===== config.mk =====
export PLATFORM = sky130hd
export DESIGN_NAME = i2c_irq_vector_unit
export DESIGN_NICKNAME = d
export VERILOG_FILES = /design/src/rtl/i2c_irq_pkg.sv /design/src/rtl/i2c_irq_flag_bank.sv /design/src/rtl/i2c_irq_mask_reg.sv /design/src/rtl/i2c_irq_prio_enc.sv /design/src/rtl/i2c_irq_vector_unit.sv
export SDC_FILE = /design/constraint.sdc
export NUM_CORES = 1
export LEC_CHECK = 0
export ABC_AREA = 1
export CAP_MARGIN = 30
export CORE_MARGIN = 2
export CORE_UTILIZATION = 37
export CTS_CLUSTER_SIZE = 16
export DETAILED_ROUTE_END_ITERATION = 10
export GPL_TIMING_DRIVEN = 0
export PLACE_DENSITY = 0.79
export SETUP_SLACK_MARGIN = 0.4
export SLEW_MARGIN = 30
export SYNTH_ARGS = -nofsm -noshare
export SYNTH_HDL_FRONTEND = slang
export SYNTH_SLANG_ARGS = --single-unit
export TNS_END_PERCENT = 100

===== constraint.sdc =====
create_clock -name clk -period 1.6 [get_ports clk]
set_clock_uncertainty 0.15 [all_clocks]
set_input_delay 0.16 -clock clk [delete_from_list [all_inputs] [get_ports clk]]
set_output_delay 0.16 -clock clk [all_outputs]
set_load 0.03 [all_outputs]

===== src/rtl/i2c_irq_pkg.sv =====
// Package: shared sizes, register addresses and event indices for the
// I2C interrupt vector unit. Assumes at most seven events so codes fit 3 bits.
package i2c_irq_pkg;
    localparam int EVT_N  = 7;
    localparam int DATA_W = 16;
    localparam int VEC_W  = $clog2(EVT_N + 1);

    // event positions; the order sets the vector priority
    localparam int EV_ARB   = 0;
    localparam int EV_NACK  = 1;
    localparam int EV_ARDY  = 2;
    localparam int EV_RXRDY = 3;
    localparam int EV_TXRDY = 4;
    localparam int EV_STOP  = 5;
    localparam int EV_SLAVE = 6;

    typedef enum logic [1:0] {
        ADDR_STATUS = 2'd0,
        ADDR_MASK   = 2'd1,
        ADDR_VECTOR = 2'd2,
        ADDR_NONE   = 2'd3
    } reg_addr_t;
endpackage


===== src/rtl/i2c_irq_flag_bank.sv =====
// Flag bank: one sticky flag per event, set by a pulse and cleared by a
// per-bit clear request. When both arrive in the same cycle the set wins.
// Assumes clr_i is already the OR of every clear source.
module i2c_irq_flag_bank #(
    parameter int N = 7
) (
    input  logic         clk,
    input  logic         rst_n,
    input  logic [N-1:0] set_i,
    input  logic [N-1:0] clr_i,
    output logic [N-1:0] flags_o
);
    for (genvar k = 0; k < N; k++) begin : g_flag
        // keep one flag: set dominates clear
        always_ff @(posedge clk) begin
            if (!rst_n)
                flags_o[k] <= 1'b0;
            else if (set_i[k])
                flags_o[k] <= 1'b1;
            else if (clr_i[k])
                flags_o[k] <= 1'b0;
        end

        assert_set_sticks_R2: assert property (@(posedge clk) disable iff (!rst_n)
            set_i[k] |=> flags_o[k]);
        assert_clear_wins_alone_R3: assert property (@(posedge clk) disable iff (!rst_n)
            (clr_i[k] && !set_i[k]) |=> !flags_o[k]);
    end
endmodule


===== src/rtl/i2c_irq_mask_reg.sv =====
// Enable mask register: loads on a write strobe, resets to a parameter value.
// Assumes the caller has already decoded the address.
module i2c_irq_mask_reg #(
    parameter int         N       = 7,
    parameter logic [N-1:0] RST_VAL = 7'h27
) (
    input  logic         clk,
    input  logic         rst_n,
    input  logic         wr_i,
    input  logic [N-1:0] wdata_i,
    output logic [N-1:0] mask_o
);
    // hold or load the enable bits
    always_ff @(posedge clk) begin
        if (!rst_n)
            mask_o <= RST_VAL;
        else if (wr_i)
            mask_o <= wdata_i;
    end

    assert_mask_load_R4: assert property (@(posedge clk) disable iff (!rst_n)
        wr_i |=> (mask_o == $past(wdata_i)));
endmodule


===== src/rtl/i2c_irq_prio_enc.sv =====
// Priority encoder: picks the lowest set request, returns its 1-based code
// and a one-hot grant. Code 0 and an empty grant mean no request.
module i2c_irq_prio_enc #(
    parameter int N     = 7,
    parameter int VEC_W = $clog2(N + 1)
) (
    input  logic [N-1:0]     req_i,
    output logic [VEC_W-1:0] code_o,
    output logic [N-1:0]     grant_o
);
    // scan from the top so the lowest index is assigned last
    always_comb begin
        code_o  = '0;
        grant_o = '0;
        for (int k = N - 1; k >= 0; k--) begin
            if (req_i[k]) begin
                code_o     = VEC_W'(k + 1);
                grant_o    = '0;
                grant_o[k] = 1'b1;
            end
        end
    end

    // granted request is present and nothing below it is
    always_comb begin
        assert_grant_lowest_R5: assert ((grant_o == '0) ||
            (((grant_o & req_i) == grant_o) && ((req_i & (grant_o - 1'b1)) == '0)));
        assert_grant_onehot_R5: assert ($onehot0(grant_o));
    end
endmodule


===== src/rtl/i2c_irq_vector_unit.sv =====
// I2C interrupt vector and status unit (top). Collects engine event pulses
// into sticky flags, gates them with an enable mask, encodes the most urgent
// enabled event as a vector code and raises an interrupt. A vector read
// acknowledges the reported event except receive/transmit ready, which the
// data path clears. Assumes single-cycle event pulses and a combinational
// read path sampled by the host in the same cycle as reg_rd.
module i2c_irq_vector_unit
    import i2c_irq_pkg::*;
#(
    parameter int         N_EVT    = EVT_N,
    parameter int         DW       = DATA_W,
    parameter int         RXF_BIT  = 11,
    parameter int         BUSY_BIT = 12,
    parameter logic [N_EVT-1:0] MASK_RST = 7'h27
) (
    input  logic             clk,
    input  logic             rst_n,
    input  logic [N_EVT-1:0] evt_i,
    input  logic             rx_taken_i,
    input  logic             tx_loaded_i,
    input  logic             rx_full_i,
    input  logic             bus_busy_i,
    input  logic [1:0]       reg_addr,
    input  logic             reg_wr,
    input  logic             reg_rd,
    input  logic [DW-1:0]    reg_wdata,
    output logic [DW-1:0]    reg_rdata,
    output logic             irq_o
);
    localparam int VW = $clog2(N_EVT + 1);
    localparam logic [N_EVT-1:0] KEEP_ON_ACK = N_EVT'((1 << EV_RXRDY) | (1 << EV_TXRDY));

    logic [N_EVT-1:0] flags, mask, pend_en, grant, clr;
    logic [N_EVT-1:0] data_clr, ack_clr, w1c_clr;
    logic [VW-1:0]    vec_code;
    logic             vec_rd, stat_wr, mask_wr;

    // decode register strobes
    always_comb begin
        vec_rd  = reg_rd && (reg_addr == ADDR_VECTOR);
        stat_wr = reg_wr && (reg_addr == ADDR_STATUS);
        mask_wr = reg_wr && (reg_addr == ADDR_MASK);
    end

    // gather every clear source per flag
    always_comb begin
        data_clr           = '0;
        data_clr[EV_RXRDY] = rx_taken_i;
        data_clr[EV_TXRDY] = tx_loaded_i;
        ack_clr            = vec_rd ? (grant & ~KEEP_ON_ACK) : '0;
        w1c_clr            = stat_wr ? reg_wdata[N_EVT-1:0] : '0;
        clr                = data_clr | ack_clr | w1c_clr;
    end

    i2c_irq_flag_bank #(.N(N_EVT)) i_flags (
        .clk     (clk),
        .rst_n   (rst_n),
        .set_i   (evt_i),
        .clr_i   (clr),
        .flags_o (flags)
    );

    i2c_irq_mask_reg #(.N(N_EVT), .RST_VAL(MASK_RST)) i_mask (
        .clk     (clk),
        .rst_n   (rst_n),
        .wr_i    (mask_wr),
        .wdata_i (reg_wdata[N_EVT-1:0]),
        .mask_o  (mask)
    );

    assign pend_en = flags & mask;

    i2c_irq_prio_enc #(.N(N_EVT), .VEC_W(VW)) i_enc (
        .req_i   (pend_en),
        .code_o  (vec_code),
        .grant_o (grant)
    );

    assign irq_o = |pend_en;

    // read mux for the addressed register
    always_comb begin
        reg_rdata = '0;
        unique case (reg_addr)
            ADDR_STATUS: begin
                reg_rdata[N_EVT-1:0] = flags;
                reg_rdata[RXF_BIT]   = rx_full_i;
                reg_rdata[BUSY_BIT]  = bus_busy_i;
            end
            ADDR_MASK:   reg_rdata[N_EVT-1:0] = mask;
            ADDR_VECTOR: reg_rdata[VW-1:0]    = vec_code;
            default:     reg_rdata = '0;
        endcase
    end

    // interrupt line agrees with the encoder result
    assert_irq_vs_code_R8: assert property (@(posedge clk) disable iff (!rst_n)
        irq_o == (vec_code != '0));

    // an acknowledged ordinary event is gone next cycle unless re-raised
    assert_ack_clears_R6: assert property (@(posedge clk) disable iff (!rst_n)
        (vec_rd && ((grant & ~KEEP_ON_ACK) != '0) && ((grant & evt_i) == '0))
        |=> ((flags & $past(grant)) == '0));

    // reading a data-ready code keeps that flag when the data path is idle
    assert_ready_kept_R7: assert property (@(posedge clk) disable iff (!rst_n)
        (vec_rd && ((grant & KEEP_ON_ACK) != '0) && !stat_wr
         && ((grant & data_clr) == '0))
        |=> ((flags & $past(grant)) == $past(grant)));
endmodule


==> summary.txt <==
Seq cells post-synth - 14
Clock sink total - 14
Most common cell in the synthesized netlist - nand2_1
Worst setup startpoint - i_mask.mask_o[4]$_SDFFE_PN0P_
Post-place setup slack - -0.644 ns
Via density - 4.82
Vias - 1085
First-pass DRT Iterations - 4
Worst-Skew Late Latency - 0.28 ns
Final min period - 1.56 ns
Layout cells sized above 1 - 0.411
Reg-to-reg slack, setup - 0.45 ns
Sequential area share after synthesis - 0.316
Layout area overhead - 73.2%
Vias in the first global route - 1006
Area fraction of the dominant cell type after synthesis - 0.316
Clk slew on worst S/H paths - 0.09 ns
Power Density - 660 mW/mm^2
Drc violations - 0
Placer Congestion - 0.933
Synth top cells by count - 39 x nand2_1, 20 x inv_1, 17 x nand3_1, 14 x dfxtp_1, 13 x a21oi_1
Crit Path Class - flip-flop to output port
Initial core utilization - 0.397
Routed wire per std cell - 12.2 um
Synth async-reset ratio - 0
Largest net degree at the start of global routing - 11
Worst setup endpoint - reg_rdata[1]
Row Count - 17
Final period util - 0.972
Initial antenna violation count - 0
1st-iter DRT viols - 24
Dpl cell area - 0.00129 mm^2
R2R cell count - 6
Cell variety after synth - 19
CTS tree - built
H-tree depth - 1
Syn avg cell area - 6.20 um^2
Total grt overflow - 0
Synthesis Warnings - 0
CP Data Required Time - 1.29 ns
R2r startpoint - i_mask.mask_o[1]$_SDFFE_PN1P_
Max Clk Rate - 643 MHz
Hold crit path type - input port to flip-flop
# setup viols final - 0
Arr. time, crit path - 1.25 ns
Status - completed
Synth area leader - dfxtp_1
First-pass GRT wire length - 4130 um
CTS hold repair buffers - 0
DIE WIDTH - 53.0 um
Final Hold Viols - 0
Max-slew violations - 0
Crit Reg-Reg Endpoint - i_flags.flags_o[2]$_SDFFE_PN0P_
Remaining antenna violation count after routing - 0
Die area - 0.00281 mm^2
Clock Tree Root - clkbuf_4
Pwr Total - 1010 uW
Clock buffer depth - 2
CP startpoint kind - flip-flop
Crit path capture type - output port
Crit-path max FO - 3
All-Layer GR Usage - 0.199
PnR worst setup slack - 0.0449 ns
DP Cell Count - 210
RSZ-0062 raised after global routing - true
Peak supply drop - 506 uV
DP HPWL - 1850 um
Routed WL - 2750 um
Fin nets - 231
Cell Area, Synth - 887 um^2
Non-filler cells, final - 225
Top cells by area, synth - dfxtp_1 32%, nand2_1 17%, nand3_1 9.6%
Die Ht - 53.0 um
I/O Buffers - 33
WHS - 0.255 ns
Antenna cells - 0
Core area - 0.00223 mm^2
Top FF cell, synth - dfxtp_1
TritonCTS Buffers - 3
Synthesized instance count - 143
Leak - 0.000765 uW
Max Cap Violations - 0
# IOs - 50
Fin area - 0.00154 mm^2
Number of flops mapped to enable cells by yosys - 0
-- critical path: stages (launching register included) --
cell and delay (ns):
dfxtp_2 0.37, nand2_4 0.07, nand2_4 0.07, a21oi_2 0.03
o21ai_1 0.14, nand3_1 0.12, buf_6 0.15
-- power by group --
part	leakage [uW]	switching (uW)	internal [uW]	total (uW)
Sequential	0.000118	26.7	371	398
Combinational	0.000626	192	168	359
Clock	0.0000210	118	138	256
-- sequential cells by signal, summed over array words and instances (netlist names) --
register,count
i_mask.mask_o,7
i_flags.flags_o,7
-- worst min-delay path by stage --
stage | startpoint | to | slack [ns] | cells after the start
floorplan | rst_n | i_mask.mask_o[0]$_SDFFE_PN1P_ | 0.09 | 1
global placement | i_mask.mask_o[4]$_SDFFE_PN0P_ | i_mask.mask_o[4]$_SDFFE_PN0P_ | 0.31 | 2
detailed placement | i_mask.mask_o[4]$_SDFFE_PN0P_ | i_mask.mask_o[4]$_SDFFE_PN0P_ | 0.31 | 2
CTS | evt_i[6] | i_flags.flags_o[6]$_SDFFE_PN0P_ | 0.25 | 3
global route | evt_i[6] | i_flags.flags_o[6]$_SDFFE_PN0P_ | 0.25 | 3
finish | evt_i[4] | i_flags.flags_o[4]$_SDFFE_PN0P_ | 0.26 | 3
-- final cells by class --
class                   count  area, um^2
flip-flops and latches     14         308
plain buffers               9        75.1
inverters                  24        93.8
well taps                  28        35.0
fillers                   198         697
multi-input cells         102         589
repair buffers             44         399
clock buffers               4        36.3
-- cells in the final DEF (no fill, tap or decap) --
| cell | instances |
|---|---|
| nand2_2 | 5 |
| inv_1 | 15 |
| nor2_4 | 3 |
| nor2_1 | 6 |
| nand3_2 | 3 |
| nor2_2 | 1 |
| nand2_1 | 29 |
| clkinv_1 | 1 |
| a21boi_1 | 1 |
| nand4_1 | 2 |
| buf_2 | 4 |
| dfxtp_2 | 10 |
| clkbuf_8 | 1 |
| inv_4 | 1 |
| conb_1 | 7 |
| clkbuf_4 | 3 |
| dfxtp_4 | 4 |
| buf_6 | 9 |
| o21ai_4 | 1 |
| nand3b_1 | 2 |
| nand2_4 | 6 |
| dlymetal6s2s_1 | 1 |
| nand3_1 | 13 |
| a22o_1 | 2 |
| dlygate4sd2_1 | 2 |
| a21oi_1 | 12 |
| o21ai_1 | 5 |
| clkinv_2 | 1 |
| nand3_4 | 1 |
| a21oi_2 | 1 |
| clkdlybuf4s50_1 | 18 |
| o21ai_2 | 2 |
| inv_2 | 6 |
| buf_4 | 19 |
-- routing by layer --
| layer | track usage | part of all wire |
|---|---|---|
| met1 | 0.232 | 0.41 |
| met2 | 0.360 | 0.50 |
| met5 | 0 | 0 |
| met3 | 0.0282 | 0.080 |
| met4 | 0.0769 | 0.011 |
-- logic make-up (layout without fill, tap and decap cells) --
family          count (synthesis)  count (layout)  synth area share
flops                          14              14             0.316
buf+inv                        33              81             0.186
other cells                     1               7           0.00423
compound gates                 24              24             0.147
simple gates                   71              71             0.347
-- per-stage QoR --
step           TNS, ns  utilization
2_1_floorplan        0            -
3_3_place_gp     -5.66        0.578
3_5_place_dp     -5.73        0.578
4_1_cts              0        0.644
5_1_grt        -0.0536        0.688
6_report             0        0.688
-- repair_timing --
| action | 4_1_cts | 5_1_grt |
|---|---|---|
| gates resized for setup | 112 | 19 |
| gates cloned | 1 | 0 |
| setup endpoints to repair | 24 | 15 |
| pin swaps | 12 | 6 |
| setup buffers | 6 | 4 |
(Power assumes the default switching activity.)
